File: config.mk
export PLATFORM = sky130hd
export DESIGN_NAME = lat_window
export DESIGN_NICKNAME = d
export VERILOG_FILES = /design/src/rtl/trig_lat_pkg.sv /design/src/rtl/lat_window.sv
export SDC_FILE = /design/constraint.sdc
export NUM_CORES = 1
export LEC_CHECK = 0
export ABC_AREA = 1
export BUFFER_PORTS_ARGS = -buffer_cell sky130_fd_sc_hd__buf_2
export CAP_MARGIN = 15
export CORE_UTILIZATION = 35
export CTS_CLUSTER_DIAMETER = 100
export DETAILED_ROUTE_END_ITERATION = 12
export GPL_ROUTABILITY_DRIVEN = 0
export RECOVER_POWER = 100
export SLEW_MARGIN = 0
export SYNTH_ARGS = -nofsm -noshare
export SYNTH_HDL_FRONTEND = slang
export SYNTH_SLANG_ARGS = --single-unit
File: constraint.sdc
create_clock -name clk_i -period 2.3 [get_ports clk_i]
set_input_delay 0.115 -clock clk_i [delete_from_list [all_inputs] [get_ports clk_i]]
set_output_delay 0.115 -clock clk_i [all_outputs]
set_load 0.05 [all_outputs]
File: src/rtl/trig_lat_pkg.sv
package trig_lat_pkg;
  typedef struct packed {
    logic ok;
    logic sp_l0;
    logic miss_l0;
    logic sp_l1;
    logic bnd_l1;
    logic miss_l1;
  } trig_evt_t;
endpackage

File: src/rtl/lat_window.sv
module lat_window
  import trig_lat_pkg::*;
#(
  parameter int LAT_W = 12,
  parameter int TOL_W = 4
) (
  input  logic             clk_i,
  input  logic             rst_ni,
  input  logic             l0_i,
  input  logic             l1_i,
  input  logic             l0_en_i,
  input  logic [LAT_W-1:0] latency_i,
  input  logic [TOL_W-1:0] tol_i,
  output trig_evt_t        evt_o
);
  localparam int AW = LAT_W + 1;

  logic          pend_q;
  logic [AW-1:0] age_q;
  logic [AW-1:0] lat_x, hi, hi1, lo, lo_b;
  logic          lo_b_ok, in_win, at_edge, expire, close;
  trig_evt_t     evt_d, evt_q;

  always_comb begin
    lat_x   = {1'b0, latency_i};
    hi      = lat_x + AW'(tol_i);
    hi1     = hi + AW'(1);
    lo      = (lat_x >= AW'(tol_i)) ? lat_x - AW'(tol_i) : '0;
    lo_b_ok = lat_x > AW'(tol_i);
    lo_b    = lat_x - AW'(tol_i) - AW'(1);
    in_win  = pend_q && (age_q >= lo) && (age_q <= hi);
    at_edge = pend_q && ((age_q == hi1) || (lo_b_ok && (age_q == lo_b)));
    expire  = pend_q && (age_q >= hi1);
    close   = l0_en_i && pend_q && ((l1_i && (in_win || at_edge)) || expire);
  end

  always_comb begin
    evt_d = '0;
    if (l1_i) begin
      if (!l0_en_i)     evt_d.ok = 1'b1;
      else if (in_win)  evt_d.ok = 1'b1;
      else if (at_edge) evt_d.bnd_l1 = 1'b1;
      else if (pend_q)  evt_d.sp_l1 = 1'b1;
      else begin
        evt_d.sp_l1   = 1'b1;
        evt_d.miss_l0 = 1'b1;
      end
    end
    if (l0_en_i && expire && !l1_i) evt_d.miss_l1 = 1'b1;
    if (l0_en_i && l0_i && pend_q)  evt_d.sp_l0 = 1'b1;
  end

  always_ff @(posedge clk_i or negedge rst_ni) begin
    if (!rst_ni) begin
      pend_q <= 1'b0;
      age_q  <= '0;
      evt_q  <= '0;
    end else begin
      evt_q <= evt_d;
      if (!l0_en_i) begin
        pend_q <= 1'b0;
        age_q  <= '0;
      end else if (close) begin
        pend_q <= 1'b0;
        age_q  <= '0;
      end else if (pend_q) begin
        age_q <= age_q + AW'(1);
      end else if (l0_i) begin
        pend_q <= 1'b1;
        age_q  <= AW'(1);
      end
    end
  end

  assign evt_o = evt_q;

  a_r11_one_class: assert property (@(posedge clk_i) disable iff (!rst_ni)
    $onehot0({evt_q.ok, evt_q.bnd_l1, evt_q.sp_l1, evt_q.miss_l1}));

  a_r5_missing_l0_pairs: assert property (@(posedge clk_i) disable iff (!rst_ni)
    evt_q.miss_l0 |-> evt_q.sp_l1);

  a_r1_accept_closes: assert property (@(posedge clk_i) disable iff (!rst_ni)
    (l0_en_i && l1_i && in_win) |=> !pend_q);

  a_r6_sp_l0_keeps_age: assert property (@(posedge clk_i) disable iff (!rst_ni)
    (l0_en_i && l0_i && pend_q && !close) |=> (pend_q && age_q == $past(age_q) + AW'(1)));

  a_r7_no_window_off: assert property (@(posedge clk_i) disable iff (!rst_ni)
    !l0_en_i |=> !pend_q);
endmodule

## Word-level counts from Yosys, hierarchy flattened

Cells that the tools add are included.

| word-level totals | value |
|---|---|
| bits in registers | 20 |
| bits of input ports | 21 |
| output and inout port bits | 6 |
| word-level logic and storage cells | 57 |

| operators by class | value |
|---|---|
| add/subtract/negate cells | 5 |
| $lt $le $gt $ge | 5 |
| equal/unequal tests | 3 |
| mux-type cells | 20 |
| reductions and logical operators | 16 |

Operator list:

| kind | count |
|---|---|
| two-way mux 13 bit | 5 |
| adder 13 x 1 -> 13 bit, second input constant | 2 |
| equality test 13 bit | 2 |
| greater-or-equal comparator 13 bit | 2 |
| adder 12 x 4 -> 13 bit | 1 |
| less-or-equal comparator 13 bit | 1 |
| subtractor 12 x 4 -> 13 bit | 1 |
| subtractor 13 x 1 -> 13 bit, second input constant | 1 |
| greater-or-equal comparator 12 x 4 -> 1 bit | 1 |
| > comparator 12 x 4 -> 1 bit | 1 |
| logical AND 1 bit | 12 |
| two-way mux 1 bit | 11 |
| two-way mux 3 bit | 3 |
| != test 4 x 2 -> 1 bit, second input constant | 1 |
| logical OR 1 bit | 3 |
| two-way mux 2 bit | 1 |
| zero test 1 bit | 1 |

## Depth between registers and ports, before layout

Gate-level depths: netlist of the first run.

| logic depth | value |
|---|---|
| word-level depth | 12 |
| mapped depth | 30 |
| gate-level depth less buffers | 30 |

## Worst setup path before layout of the first run

No wires, ideal clock.

| timing path | value |
|---|---|
| path kind | input -> register |
| from | input latency_i[0] |
| to | register age_q[5] |
| setup time | 0.118 ns |
| data arrival time | 3.380 ns |
| required time | 2.182 ns |
| setup slack | -1.198 ns |
| stages on the path | 19 |
| path buffers | 1 |
| path through | ha_1 fa_1 xnor2_1 inv_1 nor3_1 nor3b_1 nand3_1 nor3_1 nand4_1 xnor2_1 ha_1 nand2_1 nor4_1 nand2_1 o211ai_1 nand2_1 buf_2 nand4_1 nand2_1 |

| on the way | value |
|---|---|
| cells in the longest elaborated chain, start to end | 12 |
| elaborated cells on any way between the ends | 25 |
| classes of those cells | 4 x add/sub; 5 x order compare; 3 x eq/ne; 3 x mux; 10 x reduce/logical |

RTL lines:

| item | line | text |
|---|---|---|
| from (decl) | lat_window.sv:12 | `input logic [LAT_W-1:0] latency_i,` |
| branches (longest 8 deep; another with adder 12 x 4 -> 13 bit) | -- |  |
| logical OR 1 bit * | lat_window.sv:34 | `close = l0_en_i && pend_q && ((l1_i && (in_win \|\| at_edge)) \|\| expire);` |
| logical AND 1 bit * | lat_window.sv:34 |  |
| two-way mux 13 bit | lat_window.sv:63 | `end else if (close) begin` |
| two-way mux 13 bit | lat_window.sv:60 | `if (!l0_en_i) begin` |
| to (signal assigned) | lat_window.sv:67 | `age_q <= age_q + AW'(1);` |
| to (decl) | lat_window.sv:19 | `logic [AW-1:0] age_q;` |

Mark *: on every way between the ends.
A chain may end at the register's enable or synchronous reset.

## Worst setup path in the final report of the first run

| timing path | value |
|---|---|
| from | input latency_i[0] |
| to | register age_q[9] |

The elaborated chain is that of the path after synthesis.

==> impl_metrics.csv, run 1 <==
group,metric,value,unit
die,die_h,102,µm
synth,yosysWarnings,0,
cells_and_area,fin_area,5490,µm²
detailed_routing,wl_per_cell,13.6,µm
grt,grt_pass1_wl,19.3,mm
setup_path,critical_path_class,"input pin to register",
die,initial_core_util,36.0,%
placed_design,dp_hpwl,9.76,mm
grt,grt_max_degree,21,
synth,ys_seq_elements,20,
timing,tns,-14500,ps
detailed_routing,via_per_inst,4.88,
cts,cts_tree,"done",
setup_path,max_stage_delay,580,ps
setup_path,critPathBufInv,3,
placed_design,post-place-cells,848,
setup_path,required,2440,ps
detailed_routing,drtPass1Iterations,5,
synth,syn_avg_cell_area,6.31,µm²
setup_path,arrival,3320,ps
timing,setup_viol,18,
cells_and_area,regArea,500,µm²
timing,setup_ws,-874,ps
detailed_routing,vias,4212,
synth,ys_top_cells_by_area,"ha_1 (18%), nand2_1 (16%), dfrtp_1 (14%), inv_1 (7.4%), nand3_1 (7.2%)",
timing,hold_slack,84.3,ps
timing,slew_violations,0,
die,die_area,10500,µm²
synth,synthFlopType,"dfrtp_1",
placed_design,post_dp_cell_area,5070,µm²
power,power_density,303,nW/µm²
timing,slew_headroom,30.2,%
grt,grt_overflow,0,
grt,track_usage,23.4,%
synth,synth_edf_count,0,
cts,cts_max_level,1,
placed_design,portBuffers,26,
power,ir_drop,0.444,mV
cells_and_area,utilization,56.2,%
run,drv_cap,0,
setup_path,critPathLaunchType,"input pin",
synth,synth_fp_nets,631,
die,die_width,102,µm
power,leakagePower,2.89,nW
cells_and_area,diodes,0,
placed_design,place_ws,-1270,ps
cells_and_area,multiInputGateArea,3100,µm²
setup_path,crit_family,"simple AND/OR/NAND/NOR gates",
die,pin_count,27,
timing,rsz0062_at_grt,"yes",
cells_and_area,syn2layout_area_growth,56.0,%
timing,hold_violations,0,
cells_and_area,final_cell_mix,"buf_4 (145), nand2_1 (141), inv_1 (59), nand3_1 (44), nor2_1 (41)",
die,rows,36,
grt,grt_pass1_vias,4134,
cells_and_area,drive_above_1_share,38.8,%
synth,ys_async_sr_fraction,100,%
cells_and_area,fill_cells,934,
cts,cts_sinks,20,
cells_and_area,final_common_cell,"buf_4",
cts,clock_path_buffers,2,
detailed_routing,drt_wl_total,11.7,mm
worst_hold_path,hold_class,"input pin to register",
timing,period_needed,3170,ps
synth,seq_area_frac_synth,14.2,%
setup_path,endpoint_kind,"register",
detailed_routing,drtIter0Drc,163,
setup_path,critPathMaxFanout,5,
timing,tightestPinTransition,1050,ps
cells_and_area,finalNonFillerCells,863,
synth,synthCells,558,
detailed_routing,drc,0,
detailed_routing,ant_nets,0,
run_status,status,"finished with violations",
die,core-area,9770,µm²
timing,fin_crit_sh,138,%
grt,grt_antenna_before_repair,0,
synth,ys_types,45,
setup_path,crit_chain,"buf_8 > ha_4 > fa_2 > ha_4 > inv_4 > nor3_4 > nand3b_1 > nor3_4 > nand2_1 > o21ai_0 > nand2_1 > ha_1 > nand2_1 > nor3_1 > nand2_2 > o211ai_1 > nand2_2 > buf_6 > nand4_1 > nand2_1",
synth,yosys.area.top_type,"ha_1",
synth,synth_top_cell_area_share,17.8,%
cts,cts_made_buffers,3,
cts,path_clk_slew,70,ps
cts,cts_root_buffer,"clkbuf_8",
timing,max_freq,315,MHz
cts,clock_latency,250,ps
synth,syn_area,3520,µm²
setup_path,slowest_stage,"fa_2",
setup_path,cp_common_cell,"nand2_1",
run_status,violations,"setup timing",
cells_and_area,final_nets,804,
power,p_total,1.67,mW
timing,fin_worst_skew,2.96,ps
cell families (layout without fill, tap and decap cells):
logic type | after synthesis | in the layout | synth area share, %
fa+ha+maj | 52 | 52 | 18.9
buf+inv | 86 | 258 | 9.99
simple gates | 320 | 320 | 41.9
xor+xnor | 25 | 25 | 6.22
compound gates | 55 | 55 | 8.78
flops | 20 | 20 | 14.2
synthesized netlist by cell type, drive strengths merged, types with 2 or more instances:
master / n
clkbuf: 3
dfrtp: 20
nand4: 25
nand3: 55
o211ai: 2
nor2: 52
buf: 7
inv: 76
xor2: 22
o22ai: 2
nor3: 9
xnor2: 3
fa: 2
o21ai: 19
ha: 50
nand2: 169
a21oi: 24
or2: 4
path summary, 6_finish.rpt:
path	from	end	slack [ps]	cells after the start
worst min register to register	pend_q	evt_o[2]	680	1
worst min-delay path	l0_i	evt_o[4]	80	3
min in group asynchronous	rst_ni	age_q[3]	560	2
worst max-delay path	latency_i[0]	age_q[9]	-870	20
worst max register to register	age_q[2]	age_q[9]	-100	13
max in group asynchronous	rst_ni	evt_o[2]	1110	2
tightest hold or removal path, delay by kind of cell:
family                 cells  cell delay, ps
buffers and inverters      2             150
and+or+nand+nor            1              30
repair_timing:
action / in CTS / in global routing
gates resized for setup: 30 / 30
hold buffers: 1 / 0
setup buffers: 8 / 4
pin swaps: 14 / 9
setup endpoints to repair: 18 / 18
hold endpoints to repair: 20 / 0
per-layer routing:
| layer | up-vias | GRT usage (%) | share of wire, % |
|---|---|---|---|
| met4 | 0 | 7.47 | 2.3 |
| met1 | 1922 | 29.2 | 45 |
| met5 | - | 0 | 0 |
| li1 | 2176 | - | - |
| met2 | 96 | 43.4 | 51 |
| met3 | 18 | 0.547 | 2.5 |
where the power goes:
group / switching, mW / internal (mW)
logic: 0.503 / 0.448
clock network: 0.108 / 0.232
registers: 0.0148 / 0.361
total: 0.626 / 1.04
flip-flops by register name, summed over array words and instances, names as in the netlist:
register  flops
age_q        13
evt_o         6
pend_q        1
area by class of cell:
| type | count | area share, % |
|---|---|---|
| multi-input cells | 452 | 56.5 |
| flip-flops and latches | 20 | 9.11 |
| clock inverters | 1 | 0.547 |
| well taps | 133 | 3.03 |
| inverters | 76 | 5.60 |
| clock buffers | 3 | 0.752 |
| repair buffers | 178 | 24.5 |
No activity file was read; power rests on OpenSTA's default activity.
==> run 2, diff against run 1 <==
- ABC_AREA: 1 -> default
==> impl_metrics.csv, run 2 <==
group,metric,value,unit
timing,setup_ws,-1550,ps
power,ir_drop,0.209,mV
detailed_routing,vias,4198,
grt,grt_antenna_before_repair,1,
timing,max_freq,260,MHz
timing,slew_headroom,26.7,%
power,p_total,1.82,mW
grt,grt_max_degree,21,
setup_path,path_depth,22,
placed_design,post_dp_cell_area,4820,µm²
synth,syn_area,3490,µm²
detailed_routing,drtIter0Drc,181,
timing,period_needed,3850,ps
synth,synth_edf_count,0,
cells_and_area,max_flop_register,"age_q",
cells_and_area,finalNonFillerCells,770,
synth,synthFlopType,"dfrtp_1",
timing,tightestPinTransition,1100,ps
die,die_width,102,µm
cells_and_area,fin_area,5690,µm²
run,drv_cap,0,
cells_and_area,fill_cells,875,
die,die_h,102,µm
synth,yosys.area.top_type,"ha_1",
timing,fin_crit_sh,167,%
setup_path,critPathBufInv,5,
cells_and_area,syn2layout_area_growth,62.7,%
timing,tns,-25180,ps
synth,yosysWarnings,0,
timing,hold_violations,0,
detailed_routing,drc,0,
run_status,violations,"setup timing",
synth,ys_async_sr_fraction,100,%
cells_and_area,final_common_cell,"buf_4",
placed_design,dp_hpwl,9.70,mm
cells_and_area,final_cell_mix,"buf_4 (162), ha_1 (42), nand2_1 (37), xnor2_1 (31), nor2_1 (29)",
setup_path,slowest_stage,"or3_4",
cells_and_area,drive_above_1_share,44.7,%
synth,ys_seq_elements,20,
cts,clock_latency,260,ps
cts,path_clk_slew,70,ps
die,initial_core_util,35.9,%
synth,synth_most_common_cell,"ha_1",
setup_path,critical_path_class,"input pin to register",
synth,seq_area_frac_synth,14.3,%
setup_path,critPathMaxFanout,5,
setup_path,rr_worst_depth,12,
placed_design,post-place-cells,729,
detailed_routing,drtPass1Iterations,5,
detailed_routing,drt_wl_total,13.0,mm
setup_path,crit_chain,"buf_8 > ha_4 > fa_2 > nand2b_4 > a21oi_4 > o21a_1 > buf_4 > buf_6 > nand4_1 > xor2_2 > buf_4 > ha_4 > and4_4 > nand2_4 > a21oi_4 > a2111oi_4 > o311a_1 > or3_4 > o221ai_4 > buf_6 > a31oi_1 > mux2i_1",
run_status,status,"finished with violations",
cells_and_area,final_nets,710,
timing,rsz0062_at_grt,"yes",
setup_path,endpoint_kind,"register",
grt,track_usage,23.5,%
synth,syn_avg_cell_area,7.78,µm²
cells_and_area,utilization,58.4,%
die,pin_count,27,
worst_hold_path,min_path_cells,2,
timing,fin_worst_skew,2.74,ps
power,power_density,320,nW/µm²
cts,cts_root_buffer,"clkbuf_8",
setup_path,crit_family,"compound AO/OA/AOI/OAI gates",
detailed_routing,wl_per_cell,16.9,µm
synth,synthCells,449,
power,leakagePower,2.64,nW
setup_path,arrival,4040,ps
cts,cts_made_buffers,3,
grt,grt_pass1_wl,19.1,mm
grt,grt_overflow,0,
setup_path,required,2490,ps
timing,setup_viol,18,
synth,synth_top_cell_area_share,17.9,%
synth,ys_types,67,
setup_path,max_stage_delay,410,ps
detailed_routing,via_per_inst,5.45,
timing,slew_violations,0,
die,core-area,9730,µm²
synth,ys_top_cells_by_area,"ha_1 (18%), dfrtp_1 (14%), xnor2_1 (8.5%), nand2_1 (4.5%), nand3_1 (4.0%)",
detailed_routing,ant_nets,0,
grt,grt_pass1_vias,3982,
cts,cts_max_level,1,
synth,synth_fp_nets,522,
die,die_area,10400,µm²
setup_path,critPathLaunchType,"input pin",
cts,clock_path_buffers,2,
cts,cts_tree,"done",
die,rows,36,
synth,synth_commonest_cells,"ha_1 (50), nand2_1 (42), nor2_1 (36), xnor2_1 (34), nand3_1 (28)",
cells_and_area,largest_reg_flops,13,
worst_hold_path,hold_class,"input pin to register",
placed_design,portBuffers,26,
cts,cts_sinks,20,
[run 2: worst paths after layout]
kind / slack (ps) / from / end
min in group asynchronous: 570 / rst_ni / age_q[3]
max in group asynchronous: 1070 / rst_ni / evt_o[0]
max reg2reg: -560 / age_q[12] / age_q[10]
max: -1550 / latency_i[0] / age_q[10]
min reg2reg: 610 / pend_q / evt_o[2]
min: 120 / l1_i / evt_o[0]
[run 2: per-stage QoR]
step	worst slack, ps	hold slack (ps)
2_1_floorplan	-1400	-181
3_3_place_gp	-1790	82.7
3_5_place_dp	-1950	85.2
4_1_cts	-1360	95.5
5_1_grt	-1630	114
6_report	-1550	118
[run 2: kinds of logic after synthesis]
group / Yosys count / share of synthesized area, %
AND/OR/NAND/NOR: 192 / 28.9
AO/OA/AOI/OAI: 89 / 18.2
adder cells (fa/ha/maj): 52 / 19.0
XOR/XNOR: 51 / 13.6
buffers and inverters: 43 / 5.37
flip-flops: 20 / 14.3
multiplexers: 2 / 0.573
[run 2: repair_timing]
action	CTS	global route
cloned	0	2
resized for setup	39	61
pin swaps	15	31
hold endpoints to repair	20	0
hold buffers	1	0
endpoints found under the setup margin	18	18
buffers inserted	17	16
[run 2: routing by layer]
layer / GRT usage [%] / up-vias / part of all wire (%)
met4: 8.35 / 0 / 4.5
met5: 0 / - / 0
met3: 2.60 / 47 / 5.2
li1: - / 2017 / -
met2: 43.1 / 143 / 50
met1: 28.3 / 1991 / 40
[run 2: area by class of cell]
type	count	area, µm²	share of cell area, %
antenna	1	2.50	0.0440
clock buffer	3	41.3	0.726
clock inverter	1	30.0	0.528
inverter	23	86.3	1.52
multi-input combinational	386	3300	58.0
sequential	20	500	8.80
tap	133	166	2.93
timing repair buffer	203	1560	27.4
[run 2: where the power goes]
| group | internal, mW | total [mW] | switching, mW |
|---|---|---|---|
| Sequential | 0.361 | 0.371 | 0.00980 |
| Clock | 0.233 | 0.356 | 0.124 |
| Combinational | 0.554 | 1.09 | 0.537 |
| Total | 1.15 | 1.82 | 0.670 |
